--- src/rtl/seqctl_pkg.sv ---
package seqctl_pkg;

   localparam int OPW = 3;

   typedef enum logic [3:0] {
      ST_WAIT, ST_DECODE, ST_LOAD, ST_STORE, ST_SUB, ST_ADD,
      ST_ASC, ST_DES, ST_DISP
   } seq_state_e;

   // opcode to execute state; the unused code returns to waiting
   function automatic seq_state_e op_to_state(input logic [OPW-1:0] op);
      case (op)
         3'd0:    return ST_LOAD;
         3'd1:    return ST_STORE;
         3'd2:    return ST_SUB;
         3'd3:    return ST_ADD;
         3'd4:    return ST_ASC;
         3'd5:    return ST_DES;
         3'd6:    return ST_DISP;
         default: return ST_WAIT;
      endcase
   endfunction

endpackage

--- src/rtl/imem_queue.sv ---
module imem_queue #(
   parameter int IW = 12,
   parameter int AW = 3
) (
   input  logic          clk,
   input  logic          clr,
   input  logic          wr_en,
   input  logic [IW-1:0] wr_data,
   input  logic [AW-1:0] rd_addr,
   output logic [IW-1:0] rd_data,
   output logic [AW-1:0] tail
);
   localparam int DEPTH = 1 << AW;

   logic [IW-1:0] words [DEPTH];
   logic          wr_ok;

   assign wr_ok = wr_en && !clr;

   always_ff @(posedge clk) begin
      if (clr)        tail <= '0;
      else if (wr_en) tail <= tail + 1'b1;
   end

   for (genvar i = 0; i < DEPTH; i++) begin : g_slot
      logic [IW-1:0] slot_q;
      always_ff @(posedge clk) begin
         if (wr_ok && tail == AW'(i)) slot_q <= wr_data;
      end
      assign words[i] = slot_q;
   end

   // read returns the word held before any write on the same edge
   assign rd_data = words[rd_addr];

   AST_TAIL_ADV: assert property (@(posedge clk) disable iff (clr)
      wr_en |=> tail == AW'($past(tail) + 1'b1));

endmodule

--- src/rtl/seq_fsm.sv ---
module seq_fsm
   import seqctl_pkg::*;
#(
   parameter int IW = 12,
   parameter int AW = 3
) (
   input  logic          clk,
   input  logic          clr,
   input  logic          step,
   input  logic          ext,
   input  logic [IW-1:0] sw,
   input  logic [IW-1:0] mem_word,
   output logic [AW-1:0] pc,
   output logic [IW-1:0] ir,
   output seq_state_e    state
);
   logic take, pc_we;

   assign take  = (state == ST_WAIT) && step;
   assign pc_we = take && !ext;

   always_ff @(posedge clk) begin
      if (clr) begin
         state <= ST_WAIT;
         pc    <= '0;
         ir    <= '0;
      end else begin
         if (take) ir <= ext ? sw : mem_word;
         if (pc_we) pc <= pc + 1'b1;
         case (state)
            ST_WAIT:   if (step) state <= ST_DECODE;
            ST_DECODE: state <= op_to_state(ir[IW-1 -: OPW]);
            default:   state <= ST_WAIT;
         endcase
      end
   end

   AST_PC_ADV: assert property (@(posedge clk) disable iff (clr)
      (state == ST_WAIT && step && !ext) |=> pc == AW'($past(pc) + 1'b1));
   AST_PC_EXT_HOLD: assert property (@(posedge clk) disable iff (clr)
      (state == ST_WAIT && step && ext) |=> $stable(pc));
   AST_IR_HOLD: assert property (@(posedge clk) disable iff (clr)
      (state != ST_WAIT) |=> $stable(ir) && $stable(pc));
   AST_DECODE_ONCE: assert property (@(posedge clk) disable iff (clr)
      (state == ST_DECODE) |=> state != ST_DECODE);
   AST_EXEC_RETURN: assert property (@(posedge clk) disable iff (clr)
      (state != ST_WAIT && state != ST_DECODE) |=> state == ST_WAIT);

endmodule

--- src/rtl/ctl_decode.sv ---
module ctl_decode
   import seqctl_pkg::*;
#(
   parameter int DAW = 4,
   parameter int RAW = 3,
   localparam int LW = (3 * RAW > DAW + RAW) ? 3 * RAW : DAW + RAW
) (
   input  seq_state_e     state,
   input  logic [LW-1:0]  low,
   output logic [DAW-1:0] dm_addr,
   output logic           dm_re,
   output logic           dm_we,
   output logic           rf_we,
   output logic [RAW-1:0] rf_wa,
   output logic [RAW-1:0] rf_ra1,
   output logic [RAW-1:0] rf_ra2,
   output logic           wb_alu,
   output logic           alu_sub,
   output logic           sort_go,
   output logic           sort_desc,
   output logic           disp_go
);
   logic mem_op;

   assign mem_op  = (state == ST_LOAD) || (state == ST_STORE);
   assign dm_addr = low[DAW-1:0];
   assign rf_ra2  = low[RAW-1:0];
   assign rf_ra1  = mem_op ? low[DAW +: RAW] : low[RAW +: RAW];
   assign rf_wa   = mem_op ? low[DAW +: RAW] : low[2*RAW +: RAW];

   always_comb begin
      dm_re = 1'b0; dm_we = 1'b0; rf_we = 1'b0; wb_alu = 1'b0;
      alu_sub = 1'b0; sort_go = 1'b0; sort_desc = 1'b0; disp_go = 1'b0;
      case (state)
         ST_LOAD:  begin dm_re = 1'b1; rf_we = 1'b1; end
         ST_STORE: dm_we = 1'b1;
         ST_SUB:   begin rf_we = 1'b1; wb_alu = 1'b1; alu_sub = 1'b1; end
         ST_ADD:   begin rf_we = 1'b1; wb_alu = 1'b1; end
         ST_ASC:   sort_go = 1'b1;
         ST_DES:   begin sort_go = 1'b1; sort_desc = 1'b1; end
         ST_DISP:  disp_go = 1'b1;
         default:  ;
      endcase
   end

endmodule

--- src/rtl/seq_ctrl.sv ---
module seq_ctrl
   import seqctl_pkg::*;
#(
   parameter int IW  = 12,
   parameter int AW  = 3,
   parameter int DAW = 4,
   parameter int RAW = 3
) (
   input  logic           clk,
   input  logic           clr,
   input  logic           step,
   input  logic           ext,
   input  logic [IW-1:0]  sw,
   input  logic           append,
   output logic [AW-1:0]  pc,
   output logic [IW-1:0]  ir,
   output logic           idle,
   output logic [DAW-1:0] dm_addr,
   output logic           dm_re,
   output logic           dm_we,
   output logic           rf_we,
   output logic [RAW-1:0] rf_wa,
   output logic [RAW-1:0] rf_ra1,
   output logic [RAW-1:0] rf_ra2,
   output logic           wb_alu,
   output logic           alu_sub,
   output logic           sort_go,
   output logic           sort_desc,
   output logic           disp_go,
   output logic [OPW-1:0] f_op,
   output logic [RAW-1:0] f_dst,
   output logic [RAW-1:0] f_src,
   output logic [RAW-1:0] f_cnt
);
   localparam int LW = (3 * RAW > DAW + RAW) ? 3 * RAW : DAW + RAW;

   if (IW < OPW + LW) begin : g_bad_width
      $error("seq_ctrl: IW too small for opcode and operand fields");
   end
   if (AW < 1 || AW > 6) begin : g_bad_depth
      $error("seq_ctrl: AW out of range");
   end

   seq_state_e    state;
   logic [IW-1:0] mem_word;
   logic [AW-1:0] tail;

   imem_queue #(.IW(IW), .AW(AW)) u_store (
      .clk(clk), .clr(clr), .wr_en(append), .wr_data(sw),
      .rd_addr(pc), .rd_data(mem_word), .tail(tail)
   );

   seq_fsm #(.IW(IW), .AW(AW)) u_fsm (
      .clk(clk), .clr(clr), .step(step), .ext(ext), .sw(sw),
      .mem_word(mem_word), .pc(pc), .ir(ir), .state(state)
   );

   ctl_decode #(.DAW(DAW), .RAW(RAW)) u_dec (
      .state(state), .low(ir[LW-1:0]),
      .dm_addr(dm_addr), .dm_re(dm_re), .dm_we(dm_we), .rf_we(rf_we),
      .rf_wa(rf_wa), .rf_ra1(rf_ra1), .rf_ra2(rf_ra2), .wb_alu(wb_alu),
      .alu_sub(alu_sub), .sort_go(sort_go), .sort_desc(sort_desc),
      .disp_go(disp_go)
   );

   assign idle  = (state == ST_WAIT);
   assign f_op  = ir[IW-1 -: OPW];
   assign f_dst = ir[2*RAW +: RAW];
   assign f_src = ir[RAW +: RAW];
   assign f_cnt = ir[RAW-1:0];

   AST_ONE_ACTION: assert property (@(posedge clk) disable iff (clr)
      $onehot0({dm_we, rf_we, sort_go, disp_go}));
   AST_IDLE_QUIET: assert property (@(posedge clk) disable iff (clr)
      idle |-> !(dm_re || dm_we || rf_we || sort_go || disp_go));
   AST_NOP_SKIP: assert property (@(posedge clk) disable iff (clr)
      (state == ST_DECODE && f_op == 3'd7) |=> idle);

endmodule

--- config.mk ---
export PLATFORM = sky130hd
export DESIGN_NAME = seq_ctrl
export DESIGN_NICKNAME = d
export VERILOG_FILES = /design/src/rtl/seqctl_pkg.sv /design/src/rtl/imem_queue.sv /design/src/rtl/seq_fsm.sv /design/src/rtl/ctl_decode.sv /design/src/rtl/seq_ctrl.sv
export SDC_FILE = /design/constraint.sdc
export NUM_CORES = 1
export LEC_CHECK = 0
export BUFFER_PORTS_ARGS = -buffer_cell sky130_fd_sc_hd__buf_2
export CORE_ASPECT_RATIO = 0.5
export CORE_UTILIZATION = 35
export CTS_CLUSTER_SIZE = 8
export DETAILED_ROUTE_END_ITERATION = 12
export PLACE_DENSITY = 0.52
export SLEW_MARGIN = 10
export SYNTH_ARGS = -nofsm -noshare
export SYNTH_HDL_FRONTEND = slang
export SYNTH_HIERARCHICAL = 1
export SYNTH_SLANG_ARGS = --single-unit
--- constraint.sdc ---
create_clock -name clk -period 1.7 [get_ports clk]
set_input_delay 0.34 -clock clk [delete_from_list [all_inputs] [get_ports clk]]
set_output_delay 0.34 -clock clk [all_outputs]
set_load 0.02 [all_outputs]
==> impl_metrics.py <==
metrics = {
    "finish": {
        "stdcell_area_um2": 6570,
        "area_growth_pct": 27.4,
        "fillCellCount": 1196,
        "layout-drive-gt1-share_pct": 49.0,
        "n_antenna_cell": 0,
        "postLayoutCoreUtil_pct": 47.0,
        "nNetsFinal": 408,
    },
    "sta": {
        "slew_headroom_pct": 55.5,
        "max_freq_mhz": 535,
        "rsz0062_at_grt": "yes",
        "finalClockSkew_ps": 5.57,
        "setup_violations": 20,
        "worst_pin_slew_ps": 667,
        "maxSlewViolCount": 0,
        "fin_crit_sh_pct": 110,
        "finalHoldViolCount": 0,
        "setup_slack_ps": -171,
        "min_period_ps": 1870,
    },
    "worst_setup_path": {
        "critical_path.most_common_cell": "buf_6",
        "crit_type": "flip-flop to output pin",
        "startpoint_type": "flip-flop",
        "worstPathCellList": "nor3b_4 > buf_6 > mux2_4 > buf_6",
        "arrival_ps": 1530,
        "crit_path_max_incr_delay_ps": 350,
        "required_ps": 1360,
        "slowest_stage": "dfxtp_4",
        "path_max_fanout": 6,
        "end_kind": "output pin",
    },
    "clocking": {
        "cts_tree": "built",
        "cts_sinks": 118,
        "htreeDepth": 4,
        "cts_root_buf": "clkbuf_16",
        "cts_buffer_depth": 2,
        "ctsHoldBuffers": 0,
        "clk_latency_ps": 400,
        "cts_inserted_buffers": 17,
        "clk_pin_slew_ps": 50,
    },
    "placement": {
        "place_area_um2": 5740,
        "port_buffers": 65,
        "gp_congestion": 0.787,
        "hpwl_um": 7390,
        "pre_cts_slack_ps": -159,
    },
    "synth": {
        "syn_area_um2": 5150,
        "synth_nets": 321,
        "synth_seq_area_share_pct": 64.5,
        "synth.distinct_cells": 40,
        "syn_avg_cell_area_um2": 17.4,
        "netlist_top_cells_area": "edfxtp_1, mux4_1, dfxtp_1",
        "async_flop_share_pct": 0,
        "synth_most_common_cell": "edfxtp_1",
        "synthFlopType": "edfxtp_1",
        "ys_ff_latch": 118,
        "synthTopCellsByCount": "edfxtp_1, dfxtp_1, buf_4, mux4_1, mux2_2",
        "synth_top_area_share_pct": 55.9,
        "synth-edff-count": 96,
        "yosys_warnings": 6,
        "yosys.area.top_type": "edfxtp_1",
        "syn-instance-count": 297,
    },
    "detailed_routing": {
        "postRouteAntennaNets": 0,
        "first_pass_iters": 4,
        "drt-initial-drc-count": 225,
        "vias_per_cell": 4.97,
        "drt_wl_total_um": 11500,
        "vias": 2925,
        "post_drt_wl_per_cell_um": 19.6,
        "drc": 0,
    },
    "floorplanning": {
        "ios": 66,
        "die_height_um": 87.8,
        "start_util_pct": 36.9,
        "core_area_um2": 14000,
        "rows": 30,
        "die-area_um2": 15200,
        "die_w_um": 174,
    },
    "power": {
        "finalPower_mw": 7.51,
        "combPwrFrac_pct": 12.0,
        "netSwitchingFraction_pct": 22.6,
        "p_leak_nw": 2.42,
        "p_seq_share_pct": 43.8,
        "p_per_area_nw_per_um2": 1140,
        "clock_power_share_pct": 44.2,
        "p_int_mw": 5.81,
        "power_switching_mw": 1.70,
        "peakVddDrop_mv": 0.810,
    },
    "grt": {
        "antenna_found_initial": 0,
        "grt_pass1_wl_um": 17700,
        "grt_use_total_pct": 16.2,
        "grt_pass1_vias": 2988,
        "grt_start_max_net_pins": 21,
        "grt_overflow_total": 0,
    },
    "outcome": {
        "violations": "negative setup slack",
        "status": "complete, but fails checks",
    },
    "run": {
        "max_cap_viol_count": 0,
    },
    "worst_hold_path": {
        "hp-class": "primary input to flip-flop",
    },
}
critical path: cells and delay by family, from the launching register on:
| kind | cells | cell delay (ps) |
|---|---|---|
| buffers and inverters | 2 | 290 |
| flip-flops | 1 | 350 |
| multiplexers | 1 | 310 |
| AND/OR/NAND/NOR | 1 | 180 |
metrics by stage:
stage | hold slack, ps | cells | setup TNS [ps]
after CTS | 199 | 587 | -1970
final | 210 | 588 | -1720
after global placement | 525 | 549 | -455
after floorplan | 412 | 297 | -295
after detailed placement | 535 | 549 | -569
after global routing | 226 | 588 | -3160
area by class of cell:
| cell class | count | area [um2] | share of cell area, % |
|---|---|---|---|
| Sequential cell | 118 | 3340 | 50.8 |
| Timing Repair Buffer | 103 | 786 | 12.0 |
| Inverter | 4 | 15.0 | 0.229 |
| Clock buffer | 25 | 465 | 7.09 |
| Clock inverter | 6 | 80.1 | 1.22 |
| Tap cell | 192 | 240 | 3.66 |
| Multi-Input combinational cell | 140 | 1640 | 25.0 |
layer usage:
layer	vias up	global-route usage [%]	share of wire (%)
li1	1322	-	-
met1	1504	22.6	49
met2	88	25.0	45
met3	11	4.17	4.7
met4	0	5.18	0.94
met5	-	0	0
power by group through the flow:
stage	logic, mW	clock network, mW	registers, mW
floorplan	0.533	0	3.37
global placement	0.775	0	3.34
detailed placement	0.787	0	3.34
CTS	0.887	3.39	3.29
global route	0.965	3.51	3.30
finish	0.903	3.32	3.29
cell usage in the layout, fill, tap and decap left out, types with 2 or more instances in the layout:
cell,Yosys,final
clkbuf_1,5,7
dfxtp_4,0,4
or3b_4,1,2
mux2i_1,13,11
a21oi_1,14,13
clkbuf_16,0,17
clkinv_2,0,4
nor3_1,2,2
dfxtp_1,22,17
and3b_1,3,3
bufinv_16,0,2
nor2b_1,3,2
edfxtp_1,96,96
nand2_1,2,2
buf_12,0,8
buf_2,4,53
nand2b_1,5,4
nor4b_4,0,2
mux4_2,3,24
nor2b_2,1,2
inv_1,4,4
buf_6,4,12
ha_1,7,7
mux2_4,0,13
a211oi_2,0,2
xnor2_1,2,2
buf_4,21,30
nor2_1,14,14
mux2_2,19,6
a211oi_1,13,11
what timing repair did:
item                       CTS  global route
pin swaps                    3             6
cloned                       1             0
buffers inserted             6             3
setup endpoints to repair   24            25
gates resized for setup     48            19
path summary, 6_finish.rpt:
check	startpoint	to	slack, ps	cells after the start
setup / recovery	u_fsm/state[1]	rf_ra1[2]	-170	4
hold / removal	clr	u_store/tail[1]	210	2
setup reg to reg	u_fsm/pc[0]	u_fsm/ir[9]	-110	6
hold reg to reg	u_fsm/ir[11]	u_fsm/state[3]	540	2
flip-flops by register name (all words and copies together) (netlist names):
register               count
u_fsm/ir                  12
u_fsm/pc                   3
u_fsm/state                4
u_store/g_slot.slot_q     96
u_store/tail               3
logic make-up (layout without fill, tap and decap cells):
group                    count (synthesis)  in the layout  synth area share [%]
buffers and inverters                   39            138                  5.07
flip-flops                             118            118                  64.5
XOR/XNOR                                 2              2                 0.340
multiplexers                            57             57                  18.9
AND/OR/NAND/NOR                         45             45                  6.04
AO/OA/AOI/OAI                           29             29                  3.47
adder cells (fa/ha/maj)                  7              7                  1.70
(Power assumes the default switching activity.)
